## src/rtl/ata_seq_pkg.sv

```systemverilog
package ata_seq_pkg;

  typedef enum logic [4:0] {
    S_IDLE, S_P1_RD, S_P1_CHK, S_SEL, S_SETTLE, S_P2_RD, S_P2_CHK,
    S_FEAT, S_SCNT, S_LBA0, S_LBA1, S_LBA2, S_DEV2, S_CMD,
    S_IRQ, S_IRQ_RD, S_IRQ_CHK
  } seq_state_t;

  localparam logic [3:0] SEL_FEAT  = 4'd1;
  localparam logic [3:0] SEL_SCNT  = 4'd2;
  localparam logic [3:0] SEL_LBA0  = 4'd3;
  localparam logic [3:0] SEL_LBA1  = 4'd4;
  localparam logic [3:0] SEL_LBA2  = 4'd5;
  localparam logic [3:0] SEL_DEVHD = 4'd6;
  localparam logic [3:0] SEL_CMD   = 4'd7;
  localparam logic [3:0] SEL_ALTST = 4'd8;

  localparam int ST_BSY = 7;
  localparam int ST_DRQ = 3;
  localparam int ST_ERR = 0;

  // minimum time in ns -> whole clock cycles, rounded up
  function automatic int cycles_for_ns(int ns, int mhz);
    return (ns * mhz + 999) / 1000;
  endfunction

endpackage

```

## src/rtl/ata_settle_timer.sv

```systemverilog
module ata_settle_timer #(
  parameter int SLOW_CYC = 27,
  parameter int FAST_CYC = 53,
  localparam int CW = $clog2(FAST_CYC + 1)
) (
  input  logic clk,
  input  logic rst_n,
  input  logic load,
  input  logic fast,
  input  logic run,
  output logic expired
);

  logic [CW-1:0] cnt_q, cnt_d;
  logic          cnt_en;

  always_comb begin
    cnt_en = load | (run & (cnt_q != '0));
    cnt_d  = cnt_q - CW'(1);
    if (load) cnt_d = fast ? CW'(FAST_CYC - 1) : CW'(SLOW_CYC - 1);
  end

  always_ff @(posedge clk or negedge rst_n) begin
    if (!rst_n)      cnt_q <= '0;
    else if (cnt_en) cnt_q <= cnt_d;
  end

  assign expired = (cnt_q == '0);

endmodule

```

## src/rtl/ata_poll_watchdog.sv

```systemverilog
module ata_poll_watchdog #(
  parameter int TO_W = 16
) (
  input  logic            clk,
  input  logic            rst_n,
  input  logic            run,
  input  logic [TO_W-1:0] limit,
  output logic            expired
);

  logic [TO_W-1:0] cnt_q, cnt_d;
  logic            cnt_en;

  always_comb begin
    cnt_en = !run || (cnt_q != '1);
    cnt_d  = run ? cnt_q + TO_W'(1) : '0;
  end

  always_ff @(posedge clk or negedge rst_n) begin
    if (!rst_n)      cnt_q <= '0;
    else if (cnt_en) cnt_q <= cnt_d;
  end

  assign expired = (cnt_q >= limit);

endmodule

```

## src/rtl/ata_cmd_seq.sv

```systemverilog
module ata_cmd_seq
  import ata_seq_pkg::*;
#(
  parameter int SETTLE_NS = 400,
  parameter int SLOW_MHZ  = 66,
  parameter int FAST_MHZ  = 132,
  parameter int LBA_W     = 27,
  parameter int TO_W      = 16
) (
  input  logic             clk,
  input  logic             rst_n,
  input  logic             start,
  input  logic             dev_sel,
  input  logic             lba_mode,
  input  logic [LBA_W-1:0] lba_addr,
  input  logic [7:0]       sect_cnt,
  input  logic [7:0]       feat_val,
  input  logic [7:0]       cmd_code,
  input  logic             clk_fast,
  input  logic [TO_W-1:0]  poll_limit,
  output logic             reg_rd,
  output logic             reg_wr,
  output logic [3:0]       reg_sel,
  output logic [7:0]       reg_wdata,
  input  logic [7:0]       reg_rdata,
  input  logic             drv_irq,
  output logic             busy,
  output logic             done,
  output logic             accepted,
  output logic             cmd_error,
  output logic             timeout
);

  localparam int SLOW_CYC = cycles_for_ns(SETTLE_NS, SLOW_MHZ);
  localparam int FAST_CYC = cycles_for_ns(SETTLE_NS, FAST_MHZ);
  localparam int HI_W     = LBA_W - 24;

  seq_state_t state_q, state_d;

  logic             dev_q, mode_q, fast_q;
  logic [LBA_W-1:0] lba_q;
  logic [7:0]       scnt_q, feat_q, cmd_q;
  logic             take;

  logic done_d, acc_d, err_d, to_d;
  logic done_q, acc_q, err_q, to_q;

  logic in_poll, poll_exp, settle_exp, ready, is_chk;
  logic [3:0] hi_nib;
  logic [7:0] devhd0, devhd1;
  logic unused_stat;

  assign take        = start && (state_q == S_IDLE);
  assign ready       = !reg_rdata[ST_BSY] && !reg_rdata[ST_DRQ];
  assign is_chk      = (state_q == S_P1_CHK) || (state_q == S_P2_CHK);
  assign in_poll     = is_chk || (state_q == S_P1_RD) || (state_q == S_P2_RD);
  assign hi_nib      = 4'(lba_q[LBA_W-1:LBA_W-HI_W]);
  assign devhd0      = {1'b1, mode_q, 1'b1, dev_q, 4'b0000};
  assign devhd1      = {1'b1, mode_q, 1'b1, dev_q, hi_nib};
  assign unused_stat = ^{reg_rdata[6:4], reg_rdata[2:1]};

  ata_poll_watchdog #(.TO_W(TO_W)) u_wdog (
    .clk(clk), .rst_n(rst_n), .run(in_poll), .limit(poll_limit), .expired(poll_exp)
  );

  ata_settle_timer #(.SLOW_CYC(SLOW_CYC), .FAST_CYC(FAST_CYC)) u_settle (
    .clk(clk), .rst_n(rst_n), .load(state_q == S_SEL), .fast(fast_q),
    .run(state_q == S_SETTLE), .expired(settle_exp)
  );

  // next state
  always_comb begin
    state_d = state_q;
    done_d  = 1'b0;
    acc_d   = 1'b0;
    err_d   = 1'b0;
    to_d    = 1'b0;
    unique case (state_q)
      S_IDLE:    if (start) state_d = S_P1_RD;
      S_P1_RD:   state_d = S_P1_CHK;
      S_P1_CHK:  if (ready) state_d = S_SEL;
                 else if (poll_exp) begin state_d = S_IDLE; to_d = 1'b1; end
                 else state_d = S_P1_RD;
      S_SEL:     state_d = S_SETTLE;
      S_SETTLE:  if (settle_exp) state_d = S_P2_RD;
      S_P2_RD:   state_d = S_P2_CHK;
      S_P2_CHK:  if (ready) state_d = S_FEAT;
                 else if (poll_exp) begin state_d = S_IDLE; to_d = 1'b1; end
                 else state_d = S_P2_RD;
      S_FEAT:    state_d = S_SCNT;
      S_SCNT:    state_d = S_LBA0;
      S_LBA0:    state_d = S_LBA1;
      S_LBA1:    state_d = S_LBA2;
      S_LBA2:    state_d = S_DEV2;
      S_DEV2:    state_d = S_CMD;
      S_CMD:     state_d = S_IRQ;
      S_IRQ:     if (drv_irq) state_d = S_IRQ_RD;
      S_IRQ_RD:  state_d = S_IRQ_CHK;
      S_IRQ_CHK: begin
        state_d = S_IDLE;
        done_d  = 1'b1;
        err_d   = reg_rdata[ST_ERR];
        acc_d   = !reg_rdata[ST_ERR];
      end
      default:   state_d = S_IDLE;
    endcase
  end

  // strobe decode
  always_comb begin
    reg_rd    = 1'b0;
    reg_wr    = 1'b0;
    reg_sel   = '0;
    reg_wdata = '0;
    unique case (state_q)
      S_P1_RD, S_P2_RD, S_IRQ_RD: begin reg_rd = 1'b1; reg_sel = SEL_ALTST; end
      S_SEL:  begin reg_wr = 1'b1; reg_sel = SEL_DEVHD; reg_wdata = devhd0; end
      S_FEAT: begin reg_wr = 1'b1; reg_sel = SEL_FEAT;  reg_wdata = feat_q; end
      S_SCNT: begin reg_wr = 1'b1; reg_sel = SEL_SCNT;  reg_wdata = scnt_q; end
      S_LBA0: begin reg_wr = 1'b1; reg_sel = SEL_LBA0;  reg_wdata = lba_q[7:0]; end
      S_LBA1: begin reg_wr = 1'b1; reg_sel = SEL_LBA1;  reg_wdata = lba_q[15:8]; end
      S_LBA2: begin reg_wr = 1'b1; reg_sel = SEL_LBA2;  reg_wdata = lba_q[23:16]; end
      S_DEV2: begin reg_wr = 1'b1; reg_sel = SEL_DEVHD; reg_wdata = devhd1; end
      S_CMD:  begin reg_wr = 1'b1; reg_sel = SEL_CMD;   reg_wdata = cmd_q; end
      default: ;
    endcase
  end

  always_ff @(posedge clk or negedge rst_n) begin
    if (!rst_n) begin
      state_q <= S_IDLE;
      done_q  <= 1'b0;
      acc_q   <= 1'b0;
      err_q   <= 1'b0;
      to_q    <= 1'b0;
    end else begin
      state_q <= state_d;
      done_q  <= done_d;
      acc_q   <= acc_d;
      err_q   <= err_d;
      to_q    <= to_d;
    end
  end

  // command fields, enabled only on an accepted start
  always_ff @(posedge clk or negedge rst_n) begin
    if (!rst_n) begin
      dev_q  <= 1'b0;
      mode_q <= 1'b0;
      fast_q <= 1'b0;
      lba_q  <= '0;
      scnt_q <= '0;
      feat_q <= '0;
      cmd_q  <= '0;
    end else if (take) begin
      dev_q  <= dev_sel;
      mode_q <= lba_mode;
      fast_q <= clk_fast;
      lba_q  <= lba_addr;
      scnt_q <= sect_cnt;
      feat_q <= feat_val;
      cmd_q  <= cmd_code;
    end
  end

  assign busy      = (state_q != S_IDLE);
  assign done      = done_q;
  assign accepted  = acc_q;
  assign cmd_error = err_q;
  assign timeout   = to_q;

endmodule

```

## config.mk

```make
export PLATFORM = sky130hd
export DESIGN_NAME = ata_cmd_seq
export DESIGN_NICKNAME = d
export VERILOG_FILES = /design/src/rtl/ata_seq_pkg.sv /design/src/rtl/ata_settle_timer.sv /design/src/rtl/ata_poll_watchdog.sv /design/src/rtl/ata_cmd_seq.sv
export SDC_FILE = /design/constraint.sdc
export NUM_CORES = 1
export LEC_CHECK = 0
export BUFFER_PORTS_ARGS = -buffer_cell sky130_fd_sc_hd__buf_4
export CORE_MARGIN = 1
export CORE_UTILIZATION = 25
export CTS_BUF_LIST = sky130_fd_sc_hd__clkbuf_16
export DETAILED_ROUTE_END_ITERATION = 6
export PLACE_DENSITY = 0.49
export SETUP_SLACK_MARGIN = 0.5
export SKIP_LAST_GASP = 1
export SYNTH_ARGS = -nofsm -noshare
export SYNTH_HDL_FRONTEND = slang
export SYNTH_SLANG_ARGS = --single-unit
```

## constraint.sdc

```tcl
create_clock -name clk -period 2.7 [get_ports clk]
set_input_delay 0 -clock clk [delete_from_list [all_inputs] [get_ports clk]]
set_output_delay 0 -clock clk [all_outputs]
set_load 0.02 [all_outputs]
```

After elaboration in Yosys (flattened, before gate mapping)
Cells that the tools add are included.

Shift-type cells: 0. Divide/modulo/power cells: 0. Bitwise logic cells: 2. Equal/unequal tests: 20. Reduce and logical (&&, ||, !) cells: 19. Muxes and demuxes: 21. Add/sub/neg operators: 2. Multiply operators: 0. Magnitude comparators: 1.

Operator list (number): $pmux 5 s16 (1); $pmux 8 s8 (1); $eq 5x4->1 const B (8); $pmux 4 s8 (1); $eq 5x3->1 const B (4); $add 16x1->16 const B (1); $ge 16x16->1 (1); $mux 16 (1); $ne 16x16->1 const B (1); $mux 5 (3); $mux 6 (2); $eq 5x2->1 const B (2); $mux 1 (9); $reduce_or 8->1 (1); $logic_not 6->1 (1); $mux 3 (2); $ne 2x2->1 const B (3); $reduce_bool 6->1 (1); $sub 6x1->6 const B (1); $eq 5x1->1 const B (1); $eq 5x5->1 const B (1); $logic_not 5->1 (1); $reduce_bool 5->1 (1); $logic_not 1->1 (4); 8 further kinds (13).

Output and inout bits: 19. Flip-flop bits (word level): 85. Bits of input ports: 82. Word-level logic and storage cells: 79. Bits in latches: 0. Memories: 0. Bits in read-only memories: 0. RAM bits: 0.

Logic depth before layout (Yosys ltp)
Depth after elaboration: 6. Depth in mapped cells: 8. Mapped depth without buffers: 7.

Cells and area by module
From an unflattened synthesis, not the netlist that was laid out.

Cell total of the unflattened synthesis: 437. Area total of the unflattened synthesis: 4963.5 um^2.

By module, submodules not included: ata_cmd_seq (times used 1, area an instance 3230.6 um^2, cells each 246); ata_poll_watchdog (times used 1, area an instance 1322.5 um^2, cells each 147); ata_settle_timer (times used 1, area an instance 410.4 um^2, cells each 44).

Worst setup path after synthesis
Ideal clock, no wire load.

Kind: reg-to-reg. Start point: register u_wdog.cnt_q[15]. End point: register state_q[2]. Library setup time: 135 ps. Stages on the path, launching flop included: 7. Arrival time: 1859 ps. Setup slack: 706 ps. Buffers on the path: 0. Cell sequence: dfrtp_1 -> ha_1 -> nand4_1 -> or4_1 -> o32a_1 -> a21oi_2 -> o22ai_1.

Cells in the longest elaborated chain, start to end: 4.

RTL lines: start, declared (RTL line ata_poll_watchdog.sv:11) `logic [TO_W-1:0] cnt_q, cnt_d;`; start signal, assigned (RTL line ata_poll_watchdog.sv:21) `else if (cnt_en) cnt_q <= cnt_d;`; $ge 16x16->1 (RTL line ata_poll_watchdog.sv:24) `assign expired = (cnt_q >= limit);`; $mux 3 (RTL line ata_cmd_seq.sv:88) `else if (poll_exp) begin state_d = S_IDLE; to_d = 1'b1; end`; $mux 3 (RTL line ata_cmd_seq.sv:87) `S_P2_CHK: if (ready) state_d = S_FEAT;`; $pmux 5 s16 (RTL line ata_cmd_seq.sv:78) `unique case (state_q)`; end signal, assigned (RTL line ata_cmd_seq.sv:137) `state_q <= state_d;`; end, declared (RTL line ata_cmd_seq.sv:38) `seq_state_t state_q, state_d;`.

No other way between the ends. A chain may end at the register's enable or synchronous reset.

Final worst setup path
Start point: register u_wdog.cnt_q[11]. End point: register state_q[2].

The elaborated chain is that of the path after synthesis.

==> results_dict.tcl <==
set metrics [dict create \
    coreArea_um2 17500 \
    critical_path.top_delay_family "simple AND/OR/NAND/NOR gates" \
    io_pins 101 \
    rows 48 \
    fin_area_um2 6560 \
    syn_nets 532 \
    timing.rr.start "u_wdog.cnt_q[11]" \
    power_per_cell_area_nw_per_um2 901 \
    die_x_um 137 \
    grtUsageTotal 0.141 \
    clk_pin_slew_worst_paths_ps 70 \
    cts_tree "yes" \
    ys_seq_elements 85 \
    crit_path_end_kind "register" \
    synth_area_per_cell_um2 10.6 \
    cp.required_ps 2920 \
    max_freq_mhz 480 \
    cp_cell_sequence "ha_4 > nand4_1 > or4_1 > o32a_1 > a21oi_2 > o22ai_1" \
    via_per_inst 4.65 \
    syn_inst 431 \
    crit_path_top_delay_cell "or4_1" \
    grt_pass1_vias 4056 \
    yosysWarnings 0 \
    relSlewSlack 0.486 \
    drt-initial-drc-count 158 \
    crit_path_max_incr_delay_ps 520 \
    slew_viol_final 0 \
    fin_crit_sh 0.771 \
    min_path_cells 4 \
    wl_per_cell_um 15.1 \
    grt_remaining_overflow 0 \
    pre_cts_slack_ps 465 \
    synth-edff-count 0 \
    die_h_um 137 \
    min_from "reg_rdata[7]" \
    synth-async-reset-ratio 1.00 \
    holdWs_ps 67.3 \
    peakVddDrop_uv 579 \
    htreeDepth 3 \
    setup_viol 0 \
    dieArea_um2 18800 \
    fillCellCount 1784 \
    met1_usage 0.168 \
    fin_nets 694 \
    vias 3825 \
    fin_setup_tns_ps 0 \
    netlist_area_um2 4550 \
    ys_seq_area_frac 0.467 \
    worst_slack_ps 618 \
    critical_path_class "reg -> reg" \
    crit_buf_inv 0 \
    drcViolationCount 0 \
    gr-usage-met3 0.0537 \
    clock_latency_ps 350 \
    arrival_ps 2300 \
    ant_nets 0 \
    rsz0062_at_grt "true" \
    synth_top_flop_cell "dfrtp_1" \
    synth.distinct_cells 52 \
    io_buffers 95 \
    antenna_cells 0 \
    use_met2 0.231 \
    syn2layout_area_growth_pct 44.1 \
    antenna_found_initial 0 \
    dp_hpwl_mm 8.80 \
    cts.sinks 85 \
    drive_gt1_frac 0.346 \
    min_to "state_q[1]" \
    grt_start_max_net_pins 58 \
    hold_class "in -> reg" \
    initial_utilization 0.260 \
    power.total_mw 5.91 \
    worst_slew_pin_slew_ps 771 \
    cts_root_buf "clkbuf_16" \
    dpl_cell_area_um2 5550 \
    drv_cap 0 \
    cts_buffers 9 \
    cp_max_fo 3 \
    p_leak_nw 3.00 \
    setup.worst_path.start_class "register" \
    hold_violations 0 \
    grt-busiest-layer "met2" \
    routed_wl_mm 12.4 \
    clockBufferDepth 2 \
    fin_skew_ps 8.75 \
    r2r-end "state_q[2]" \
    ff2ff_setup_slack_ps 620 \
    gp_congestion 0.784 \
    status "complete, no violations" \
    reg2regPathDepth 6 \
    post-route-min-period_ps 2080 \
    dr.pass1.iters 4 \
    grt_first_pass_wirelength_mm 19.9 \
]
[Yosys cell counts (2+ instances only)]
cell type | count | area [um^2]
nand3_1 | 14 | 70.1
nor2_1 | 31 | 116
mux2_2 | 57 | 642
nor2b_1 | 5 | 31.3
or4_1 | 4 | 30.0
o22ai_1 | 2 | 12.5
a221oi_1 | 4 | 35.0
nand2_1 | 42 | 158
o21a_1 | 2 | 15.0
nor4_1 | 5 | 31.3
mux2i_1 | 8 | 80.1
o21ai_0 | 13 | 65.1
nand2b_1 | 6 | 37.5
and3_1 | 2 | 12.5
nor3b_1 | 3 | 22.5
nand3b_1 | 2 | 15.0
a31oi_1 | 2 | 12.5
a21oi_1 | 20 | 100
clkbuf_1 | 10 | 37.5
inv_1 | 21 | 78.8
and3b_1 | 2 | 17.5
ha_1 | 19 | 238
dfrtp_1 | 85 | 2130
and2_1 | 5 | 31.3
a211o_1 | 2 | 17.5
buf_2 | 8 | 40.0
a211oi_1 | 3 | 22.5
a32oi_1 | 3 | 26.3
nor3_1 | 7 | 35.0
xnor2_1 | 12 | 105
or3_1 | 4 | 25.0
nand4_1 | 7 | 43.8
xor2_1 | 2 | 17.5
[where the power goes]
group          internal [mW]  switching, mW
combinational           1.24           1.23
sequential              1.77          0.369
clock                  0.732          0.563
[cell type report]
class | instances | area [um^2] | area share
sequential | 85 | 2130 | 0.325
clock buffer | 9 | 225 | 0.0343
inverter | 21 | 78.8 | 0.0120
multi-input combinational | 305 | 2310 | 0.352
clock inverter | 7 | 80.1 | 0.0122
tap | 225 | 282 | 0.0429
timing repair buffer | 171 | 1450 | 0.221
[placed cells by master, fill, tap and decap left out, types with 3 or more instances in the layout]
master	netlist	final
or3_1	4	4
buf_4	1	113
and2_1	5	4
dfrtp_1	85	79
a211oi_1	3	3
nand2b_1	6	6
o21ai_0	13	13
nor2_1	31	30
nand3_1	14	13
nor2b_1	5	4
clkbuf_16	0	9
a221oi_1	4	4
nand2_1	42	42
nor3b_1	3	3
mux2i_1	8	8
dlygate4sd3_1	0	56
inv_6	0	3
a21oi_1	20	19
ha_4	0	3
nand4_1	7	7
xnor2_1	12	12
ha_1	19	16
or4_1	4	4
nor3_1	7	7
nor4_1	5	5
a32oi_1	3	3
dfrtp_2	0	6
inv_1	21	21
mux2_2	57	57
[metrics by stage]
step,std cells,utilization
global route,823,0.374
floorplan,431,-
finish,823,0.374
global placement,742,0.316
detailed placement,742,0.316
CTS,815,0.367
[kinds of logic (layout without fill, tap and decap cells)]
logic type	count (synthesis)	after routing	share of synthesized area
buffers and inverters	41	208	0.0385
adders and majority gates	19	19	0.0522
muxes	66	66	0.164
xor gates and xnor gates	14	14	0.0269
DFF	85	85	0.467
AOI/OAI and AO/OA	62	62	0.0869
and+or+nand+nor	144	144	0.165
[registers in the layout, summed over array words and instances (netlist names)]
| register | flops |
|---|---|
| timeout | 1 |
| cmd_q | 8 |
| accepted | 1 |
| lba_q | 27 |
| scnt_q | 8 |
| done | 1 |
| u_wdog.cnt_q | 16 |
| mode_q | 1 |
| cmd_error | 1 |
| dev_q | 1 |
| state_q | 5 |
| fast_q | 1 |
| u_settle.cnt_q | 6 |
| feat_q | 8 |
[worst max path at each step]
stage	slack (ps)	depth (start not counted)	end	from
2_1_floorplan	710	6	state_q[2]	u_wdog.cnt_q[15]
3_3_place_gp	510	6	state_q[2]	u_wdog.cnt_q[11]
3_5_place_dp	460	6	state_q[2]	u_wdog.cnt_q[11]
4_1_cts	500	6	state_q[0]	u_wdog.cnt_q[11]
5_1_grt	470	6	state_q[2]	u_wdog.cnt_q[11]
6_report	620	6	state_q[2]	u_wdog.cnt_q[11]
[tightest hold or removal path, cell delays in order]
cell and delay [ps]:
buf_4 70, nor2_1 70, o21ai_0 160, a21oi_1 60
[routing by layer]
| layer | vias to the layer above | share of wire |
|---|---|---|
| met4 | 0 | 0.019 |
| met3 | 21 | 0.071 |
| met1 | 1829 | 0.44 |
| met2 | 113 | 0.47 |
| met5 | - | 0 |
| li1 | 1862 | - |
[timing repair]
item / 4_1_cts / 5_1_grt
endpoints found under the hold margin: 111 / 0
pin swaps: 1 / 3
setup endpoints to repair: 11 / 7
hold buffers: 56 / 0
buffers inserted: 1 / 8
gates resized for setup: 8 / 7
No activity file was read; power rests on OpenSTA's default activity.
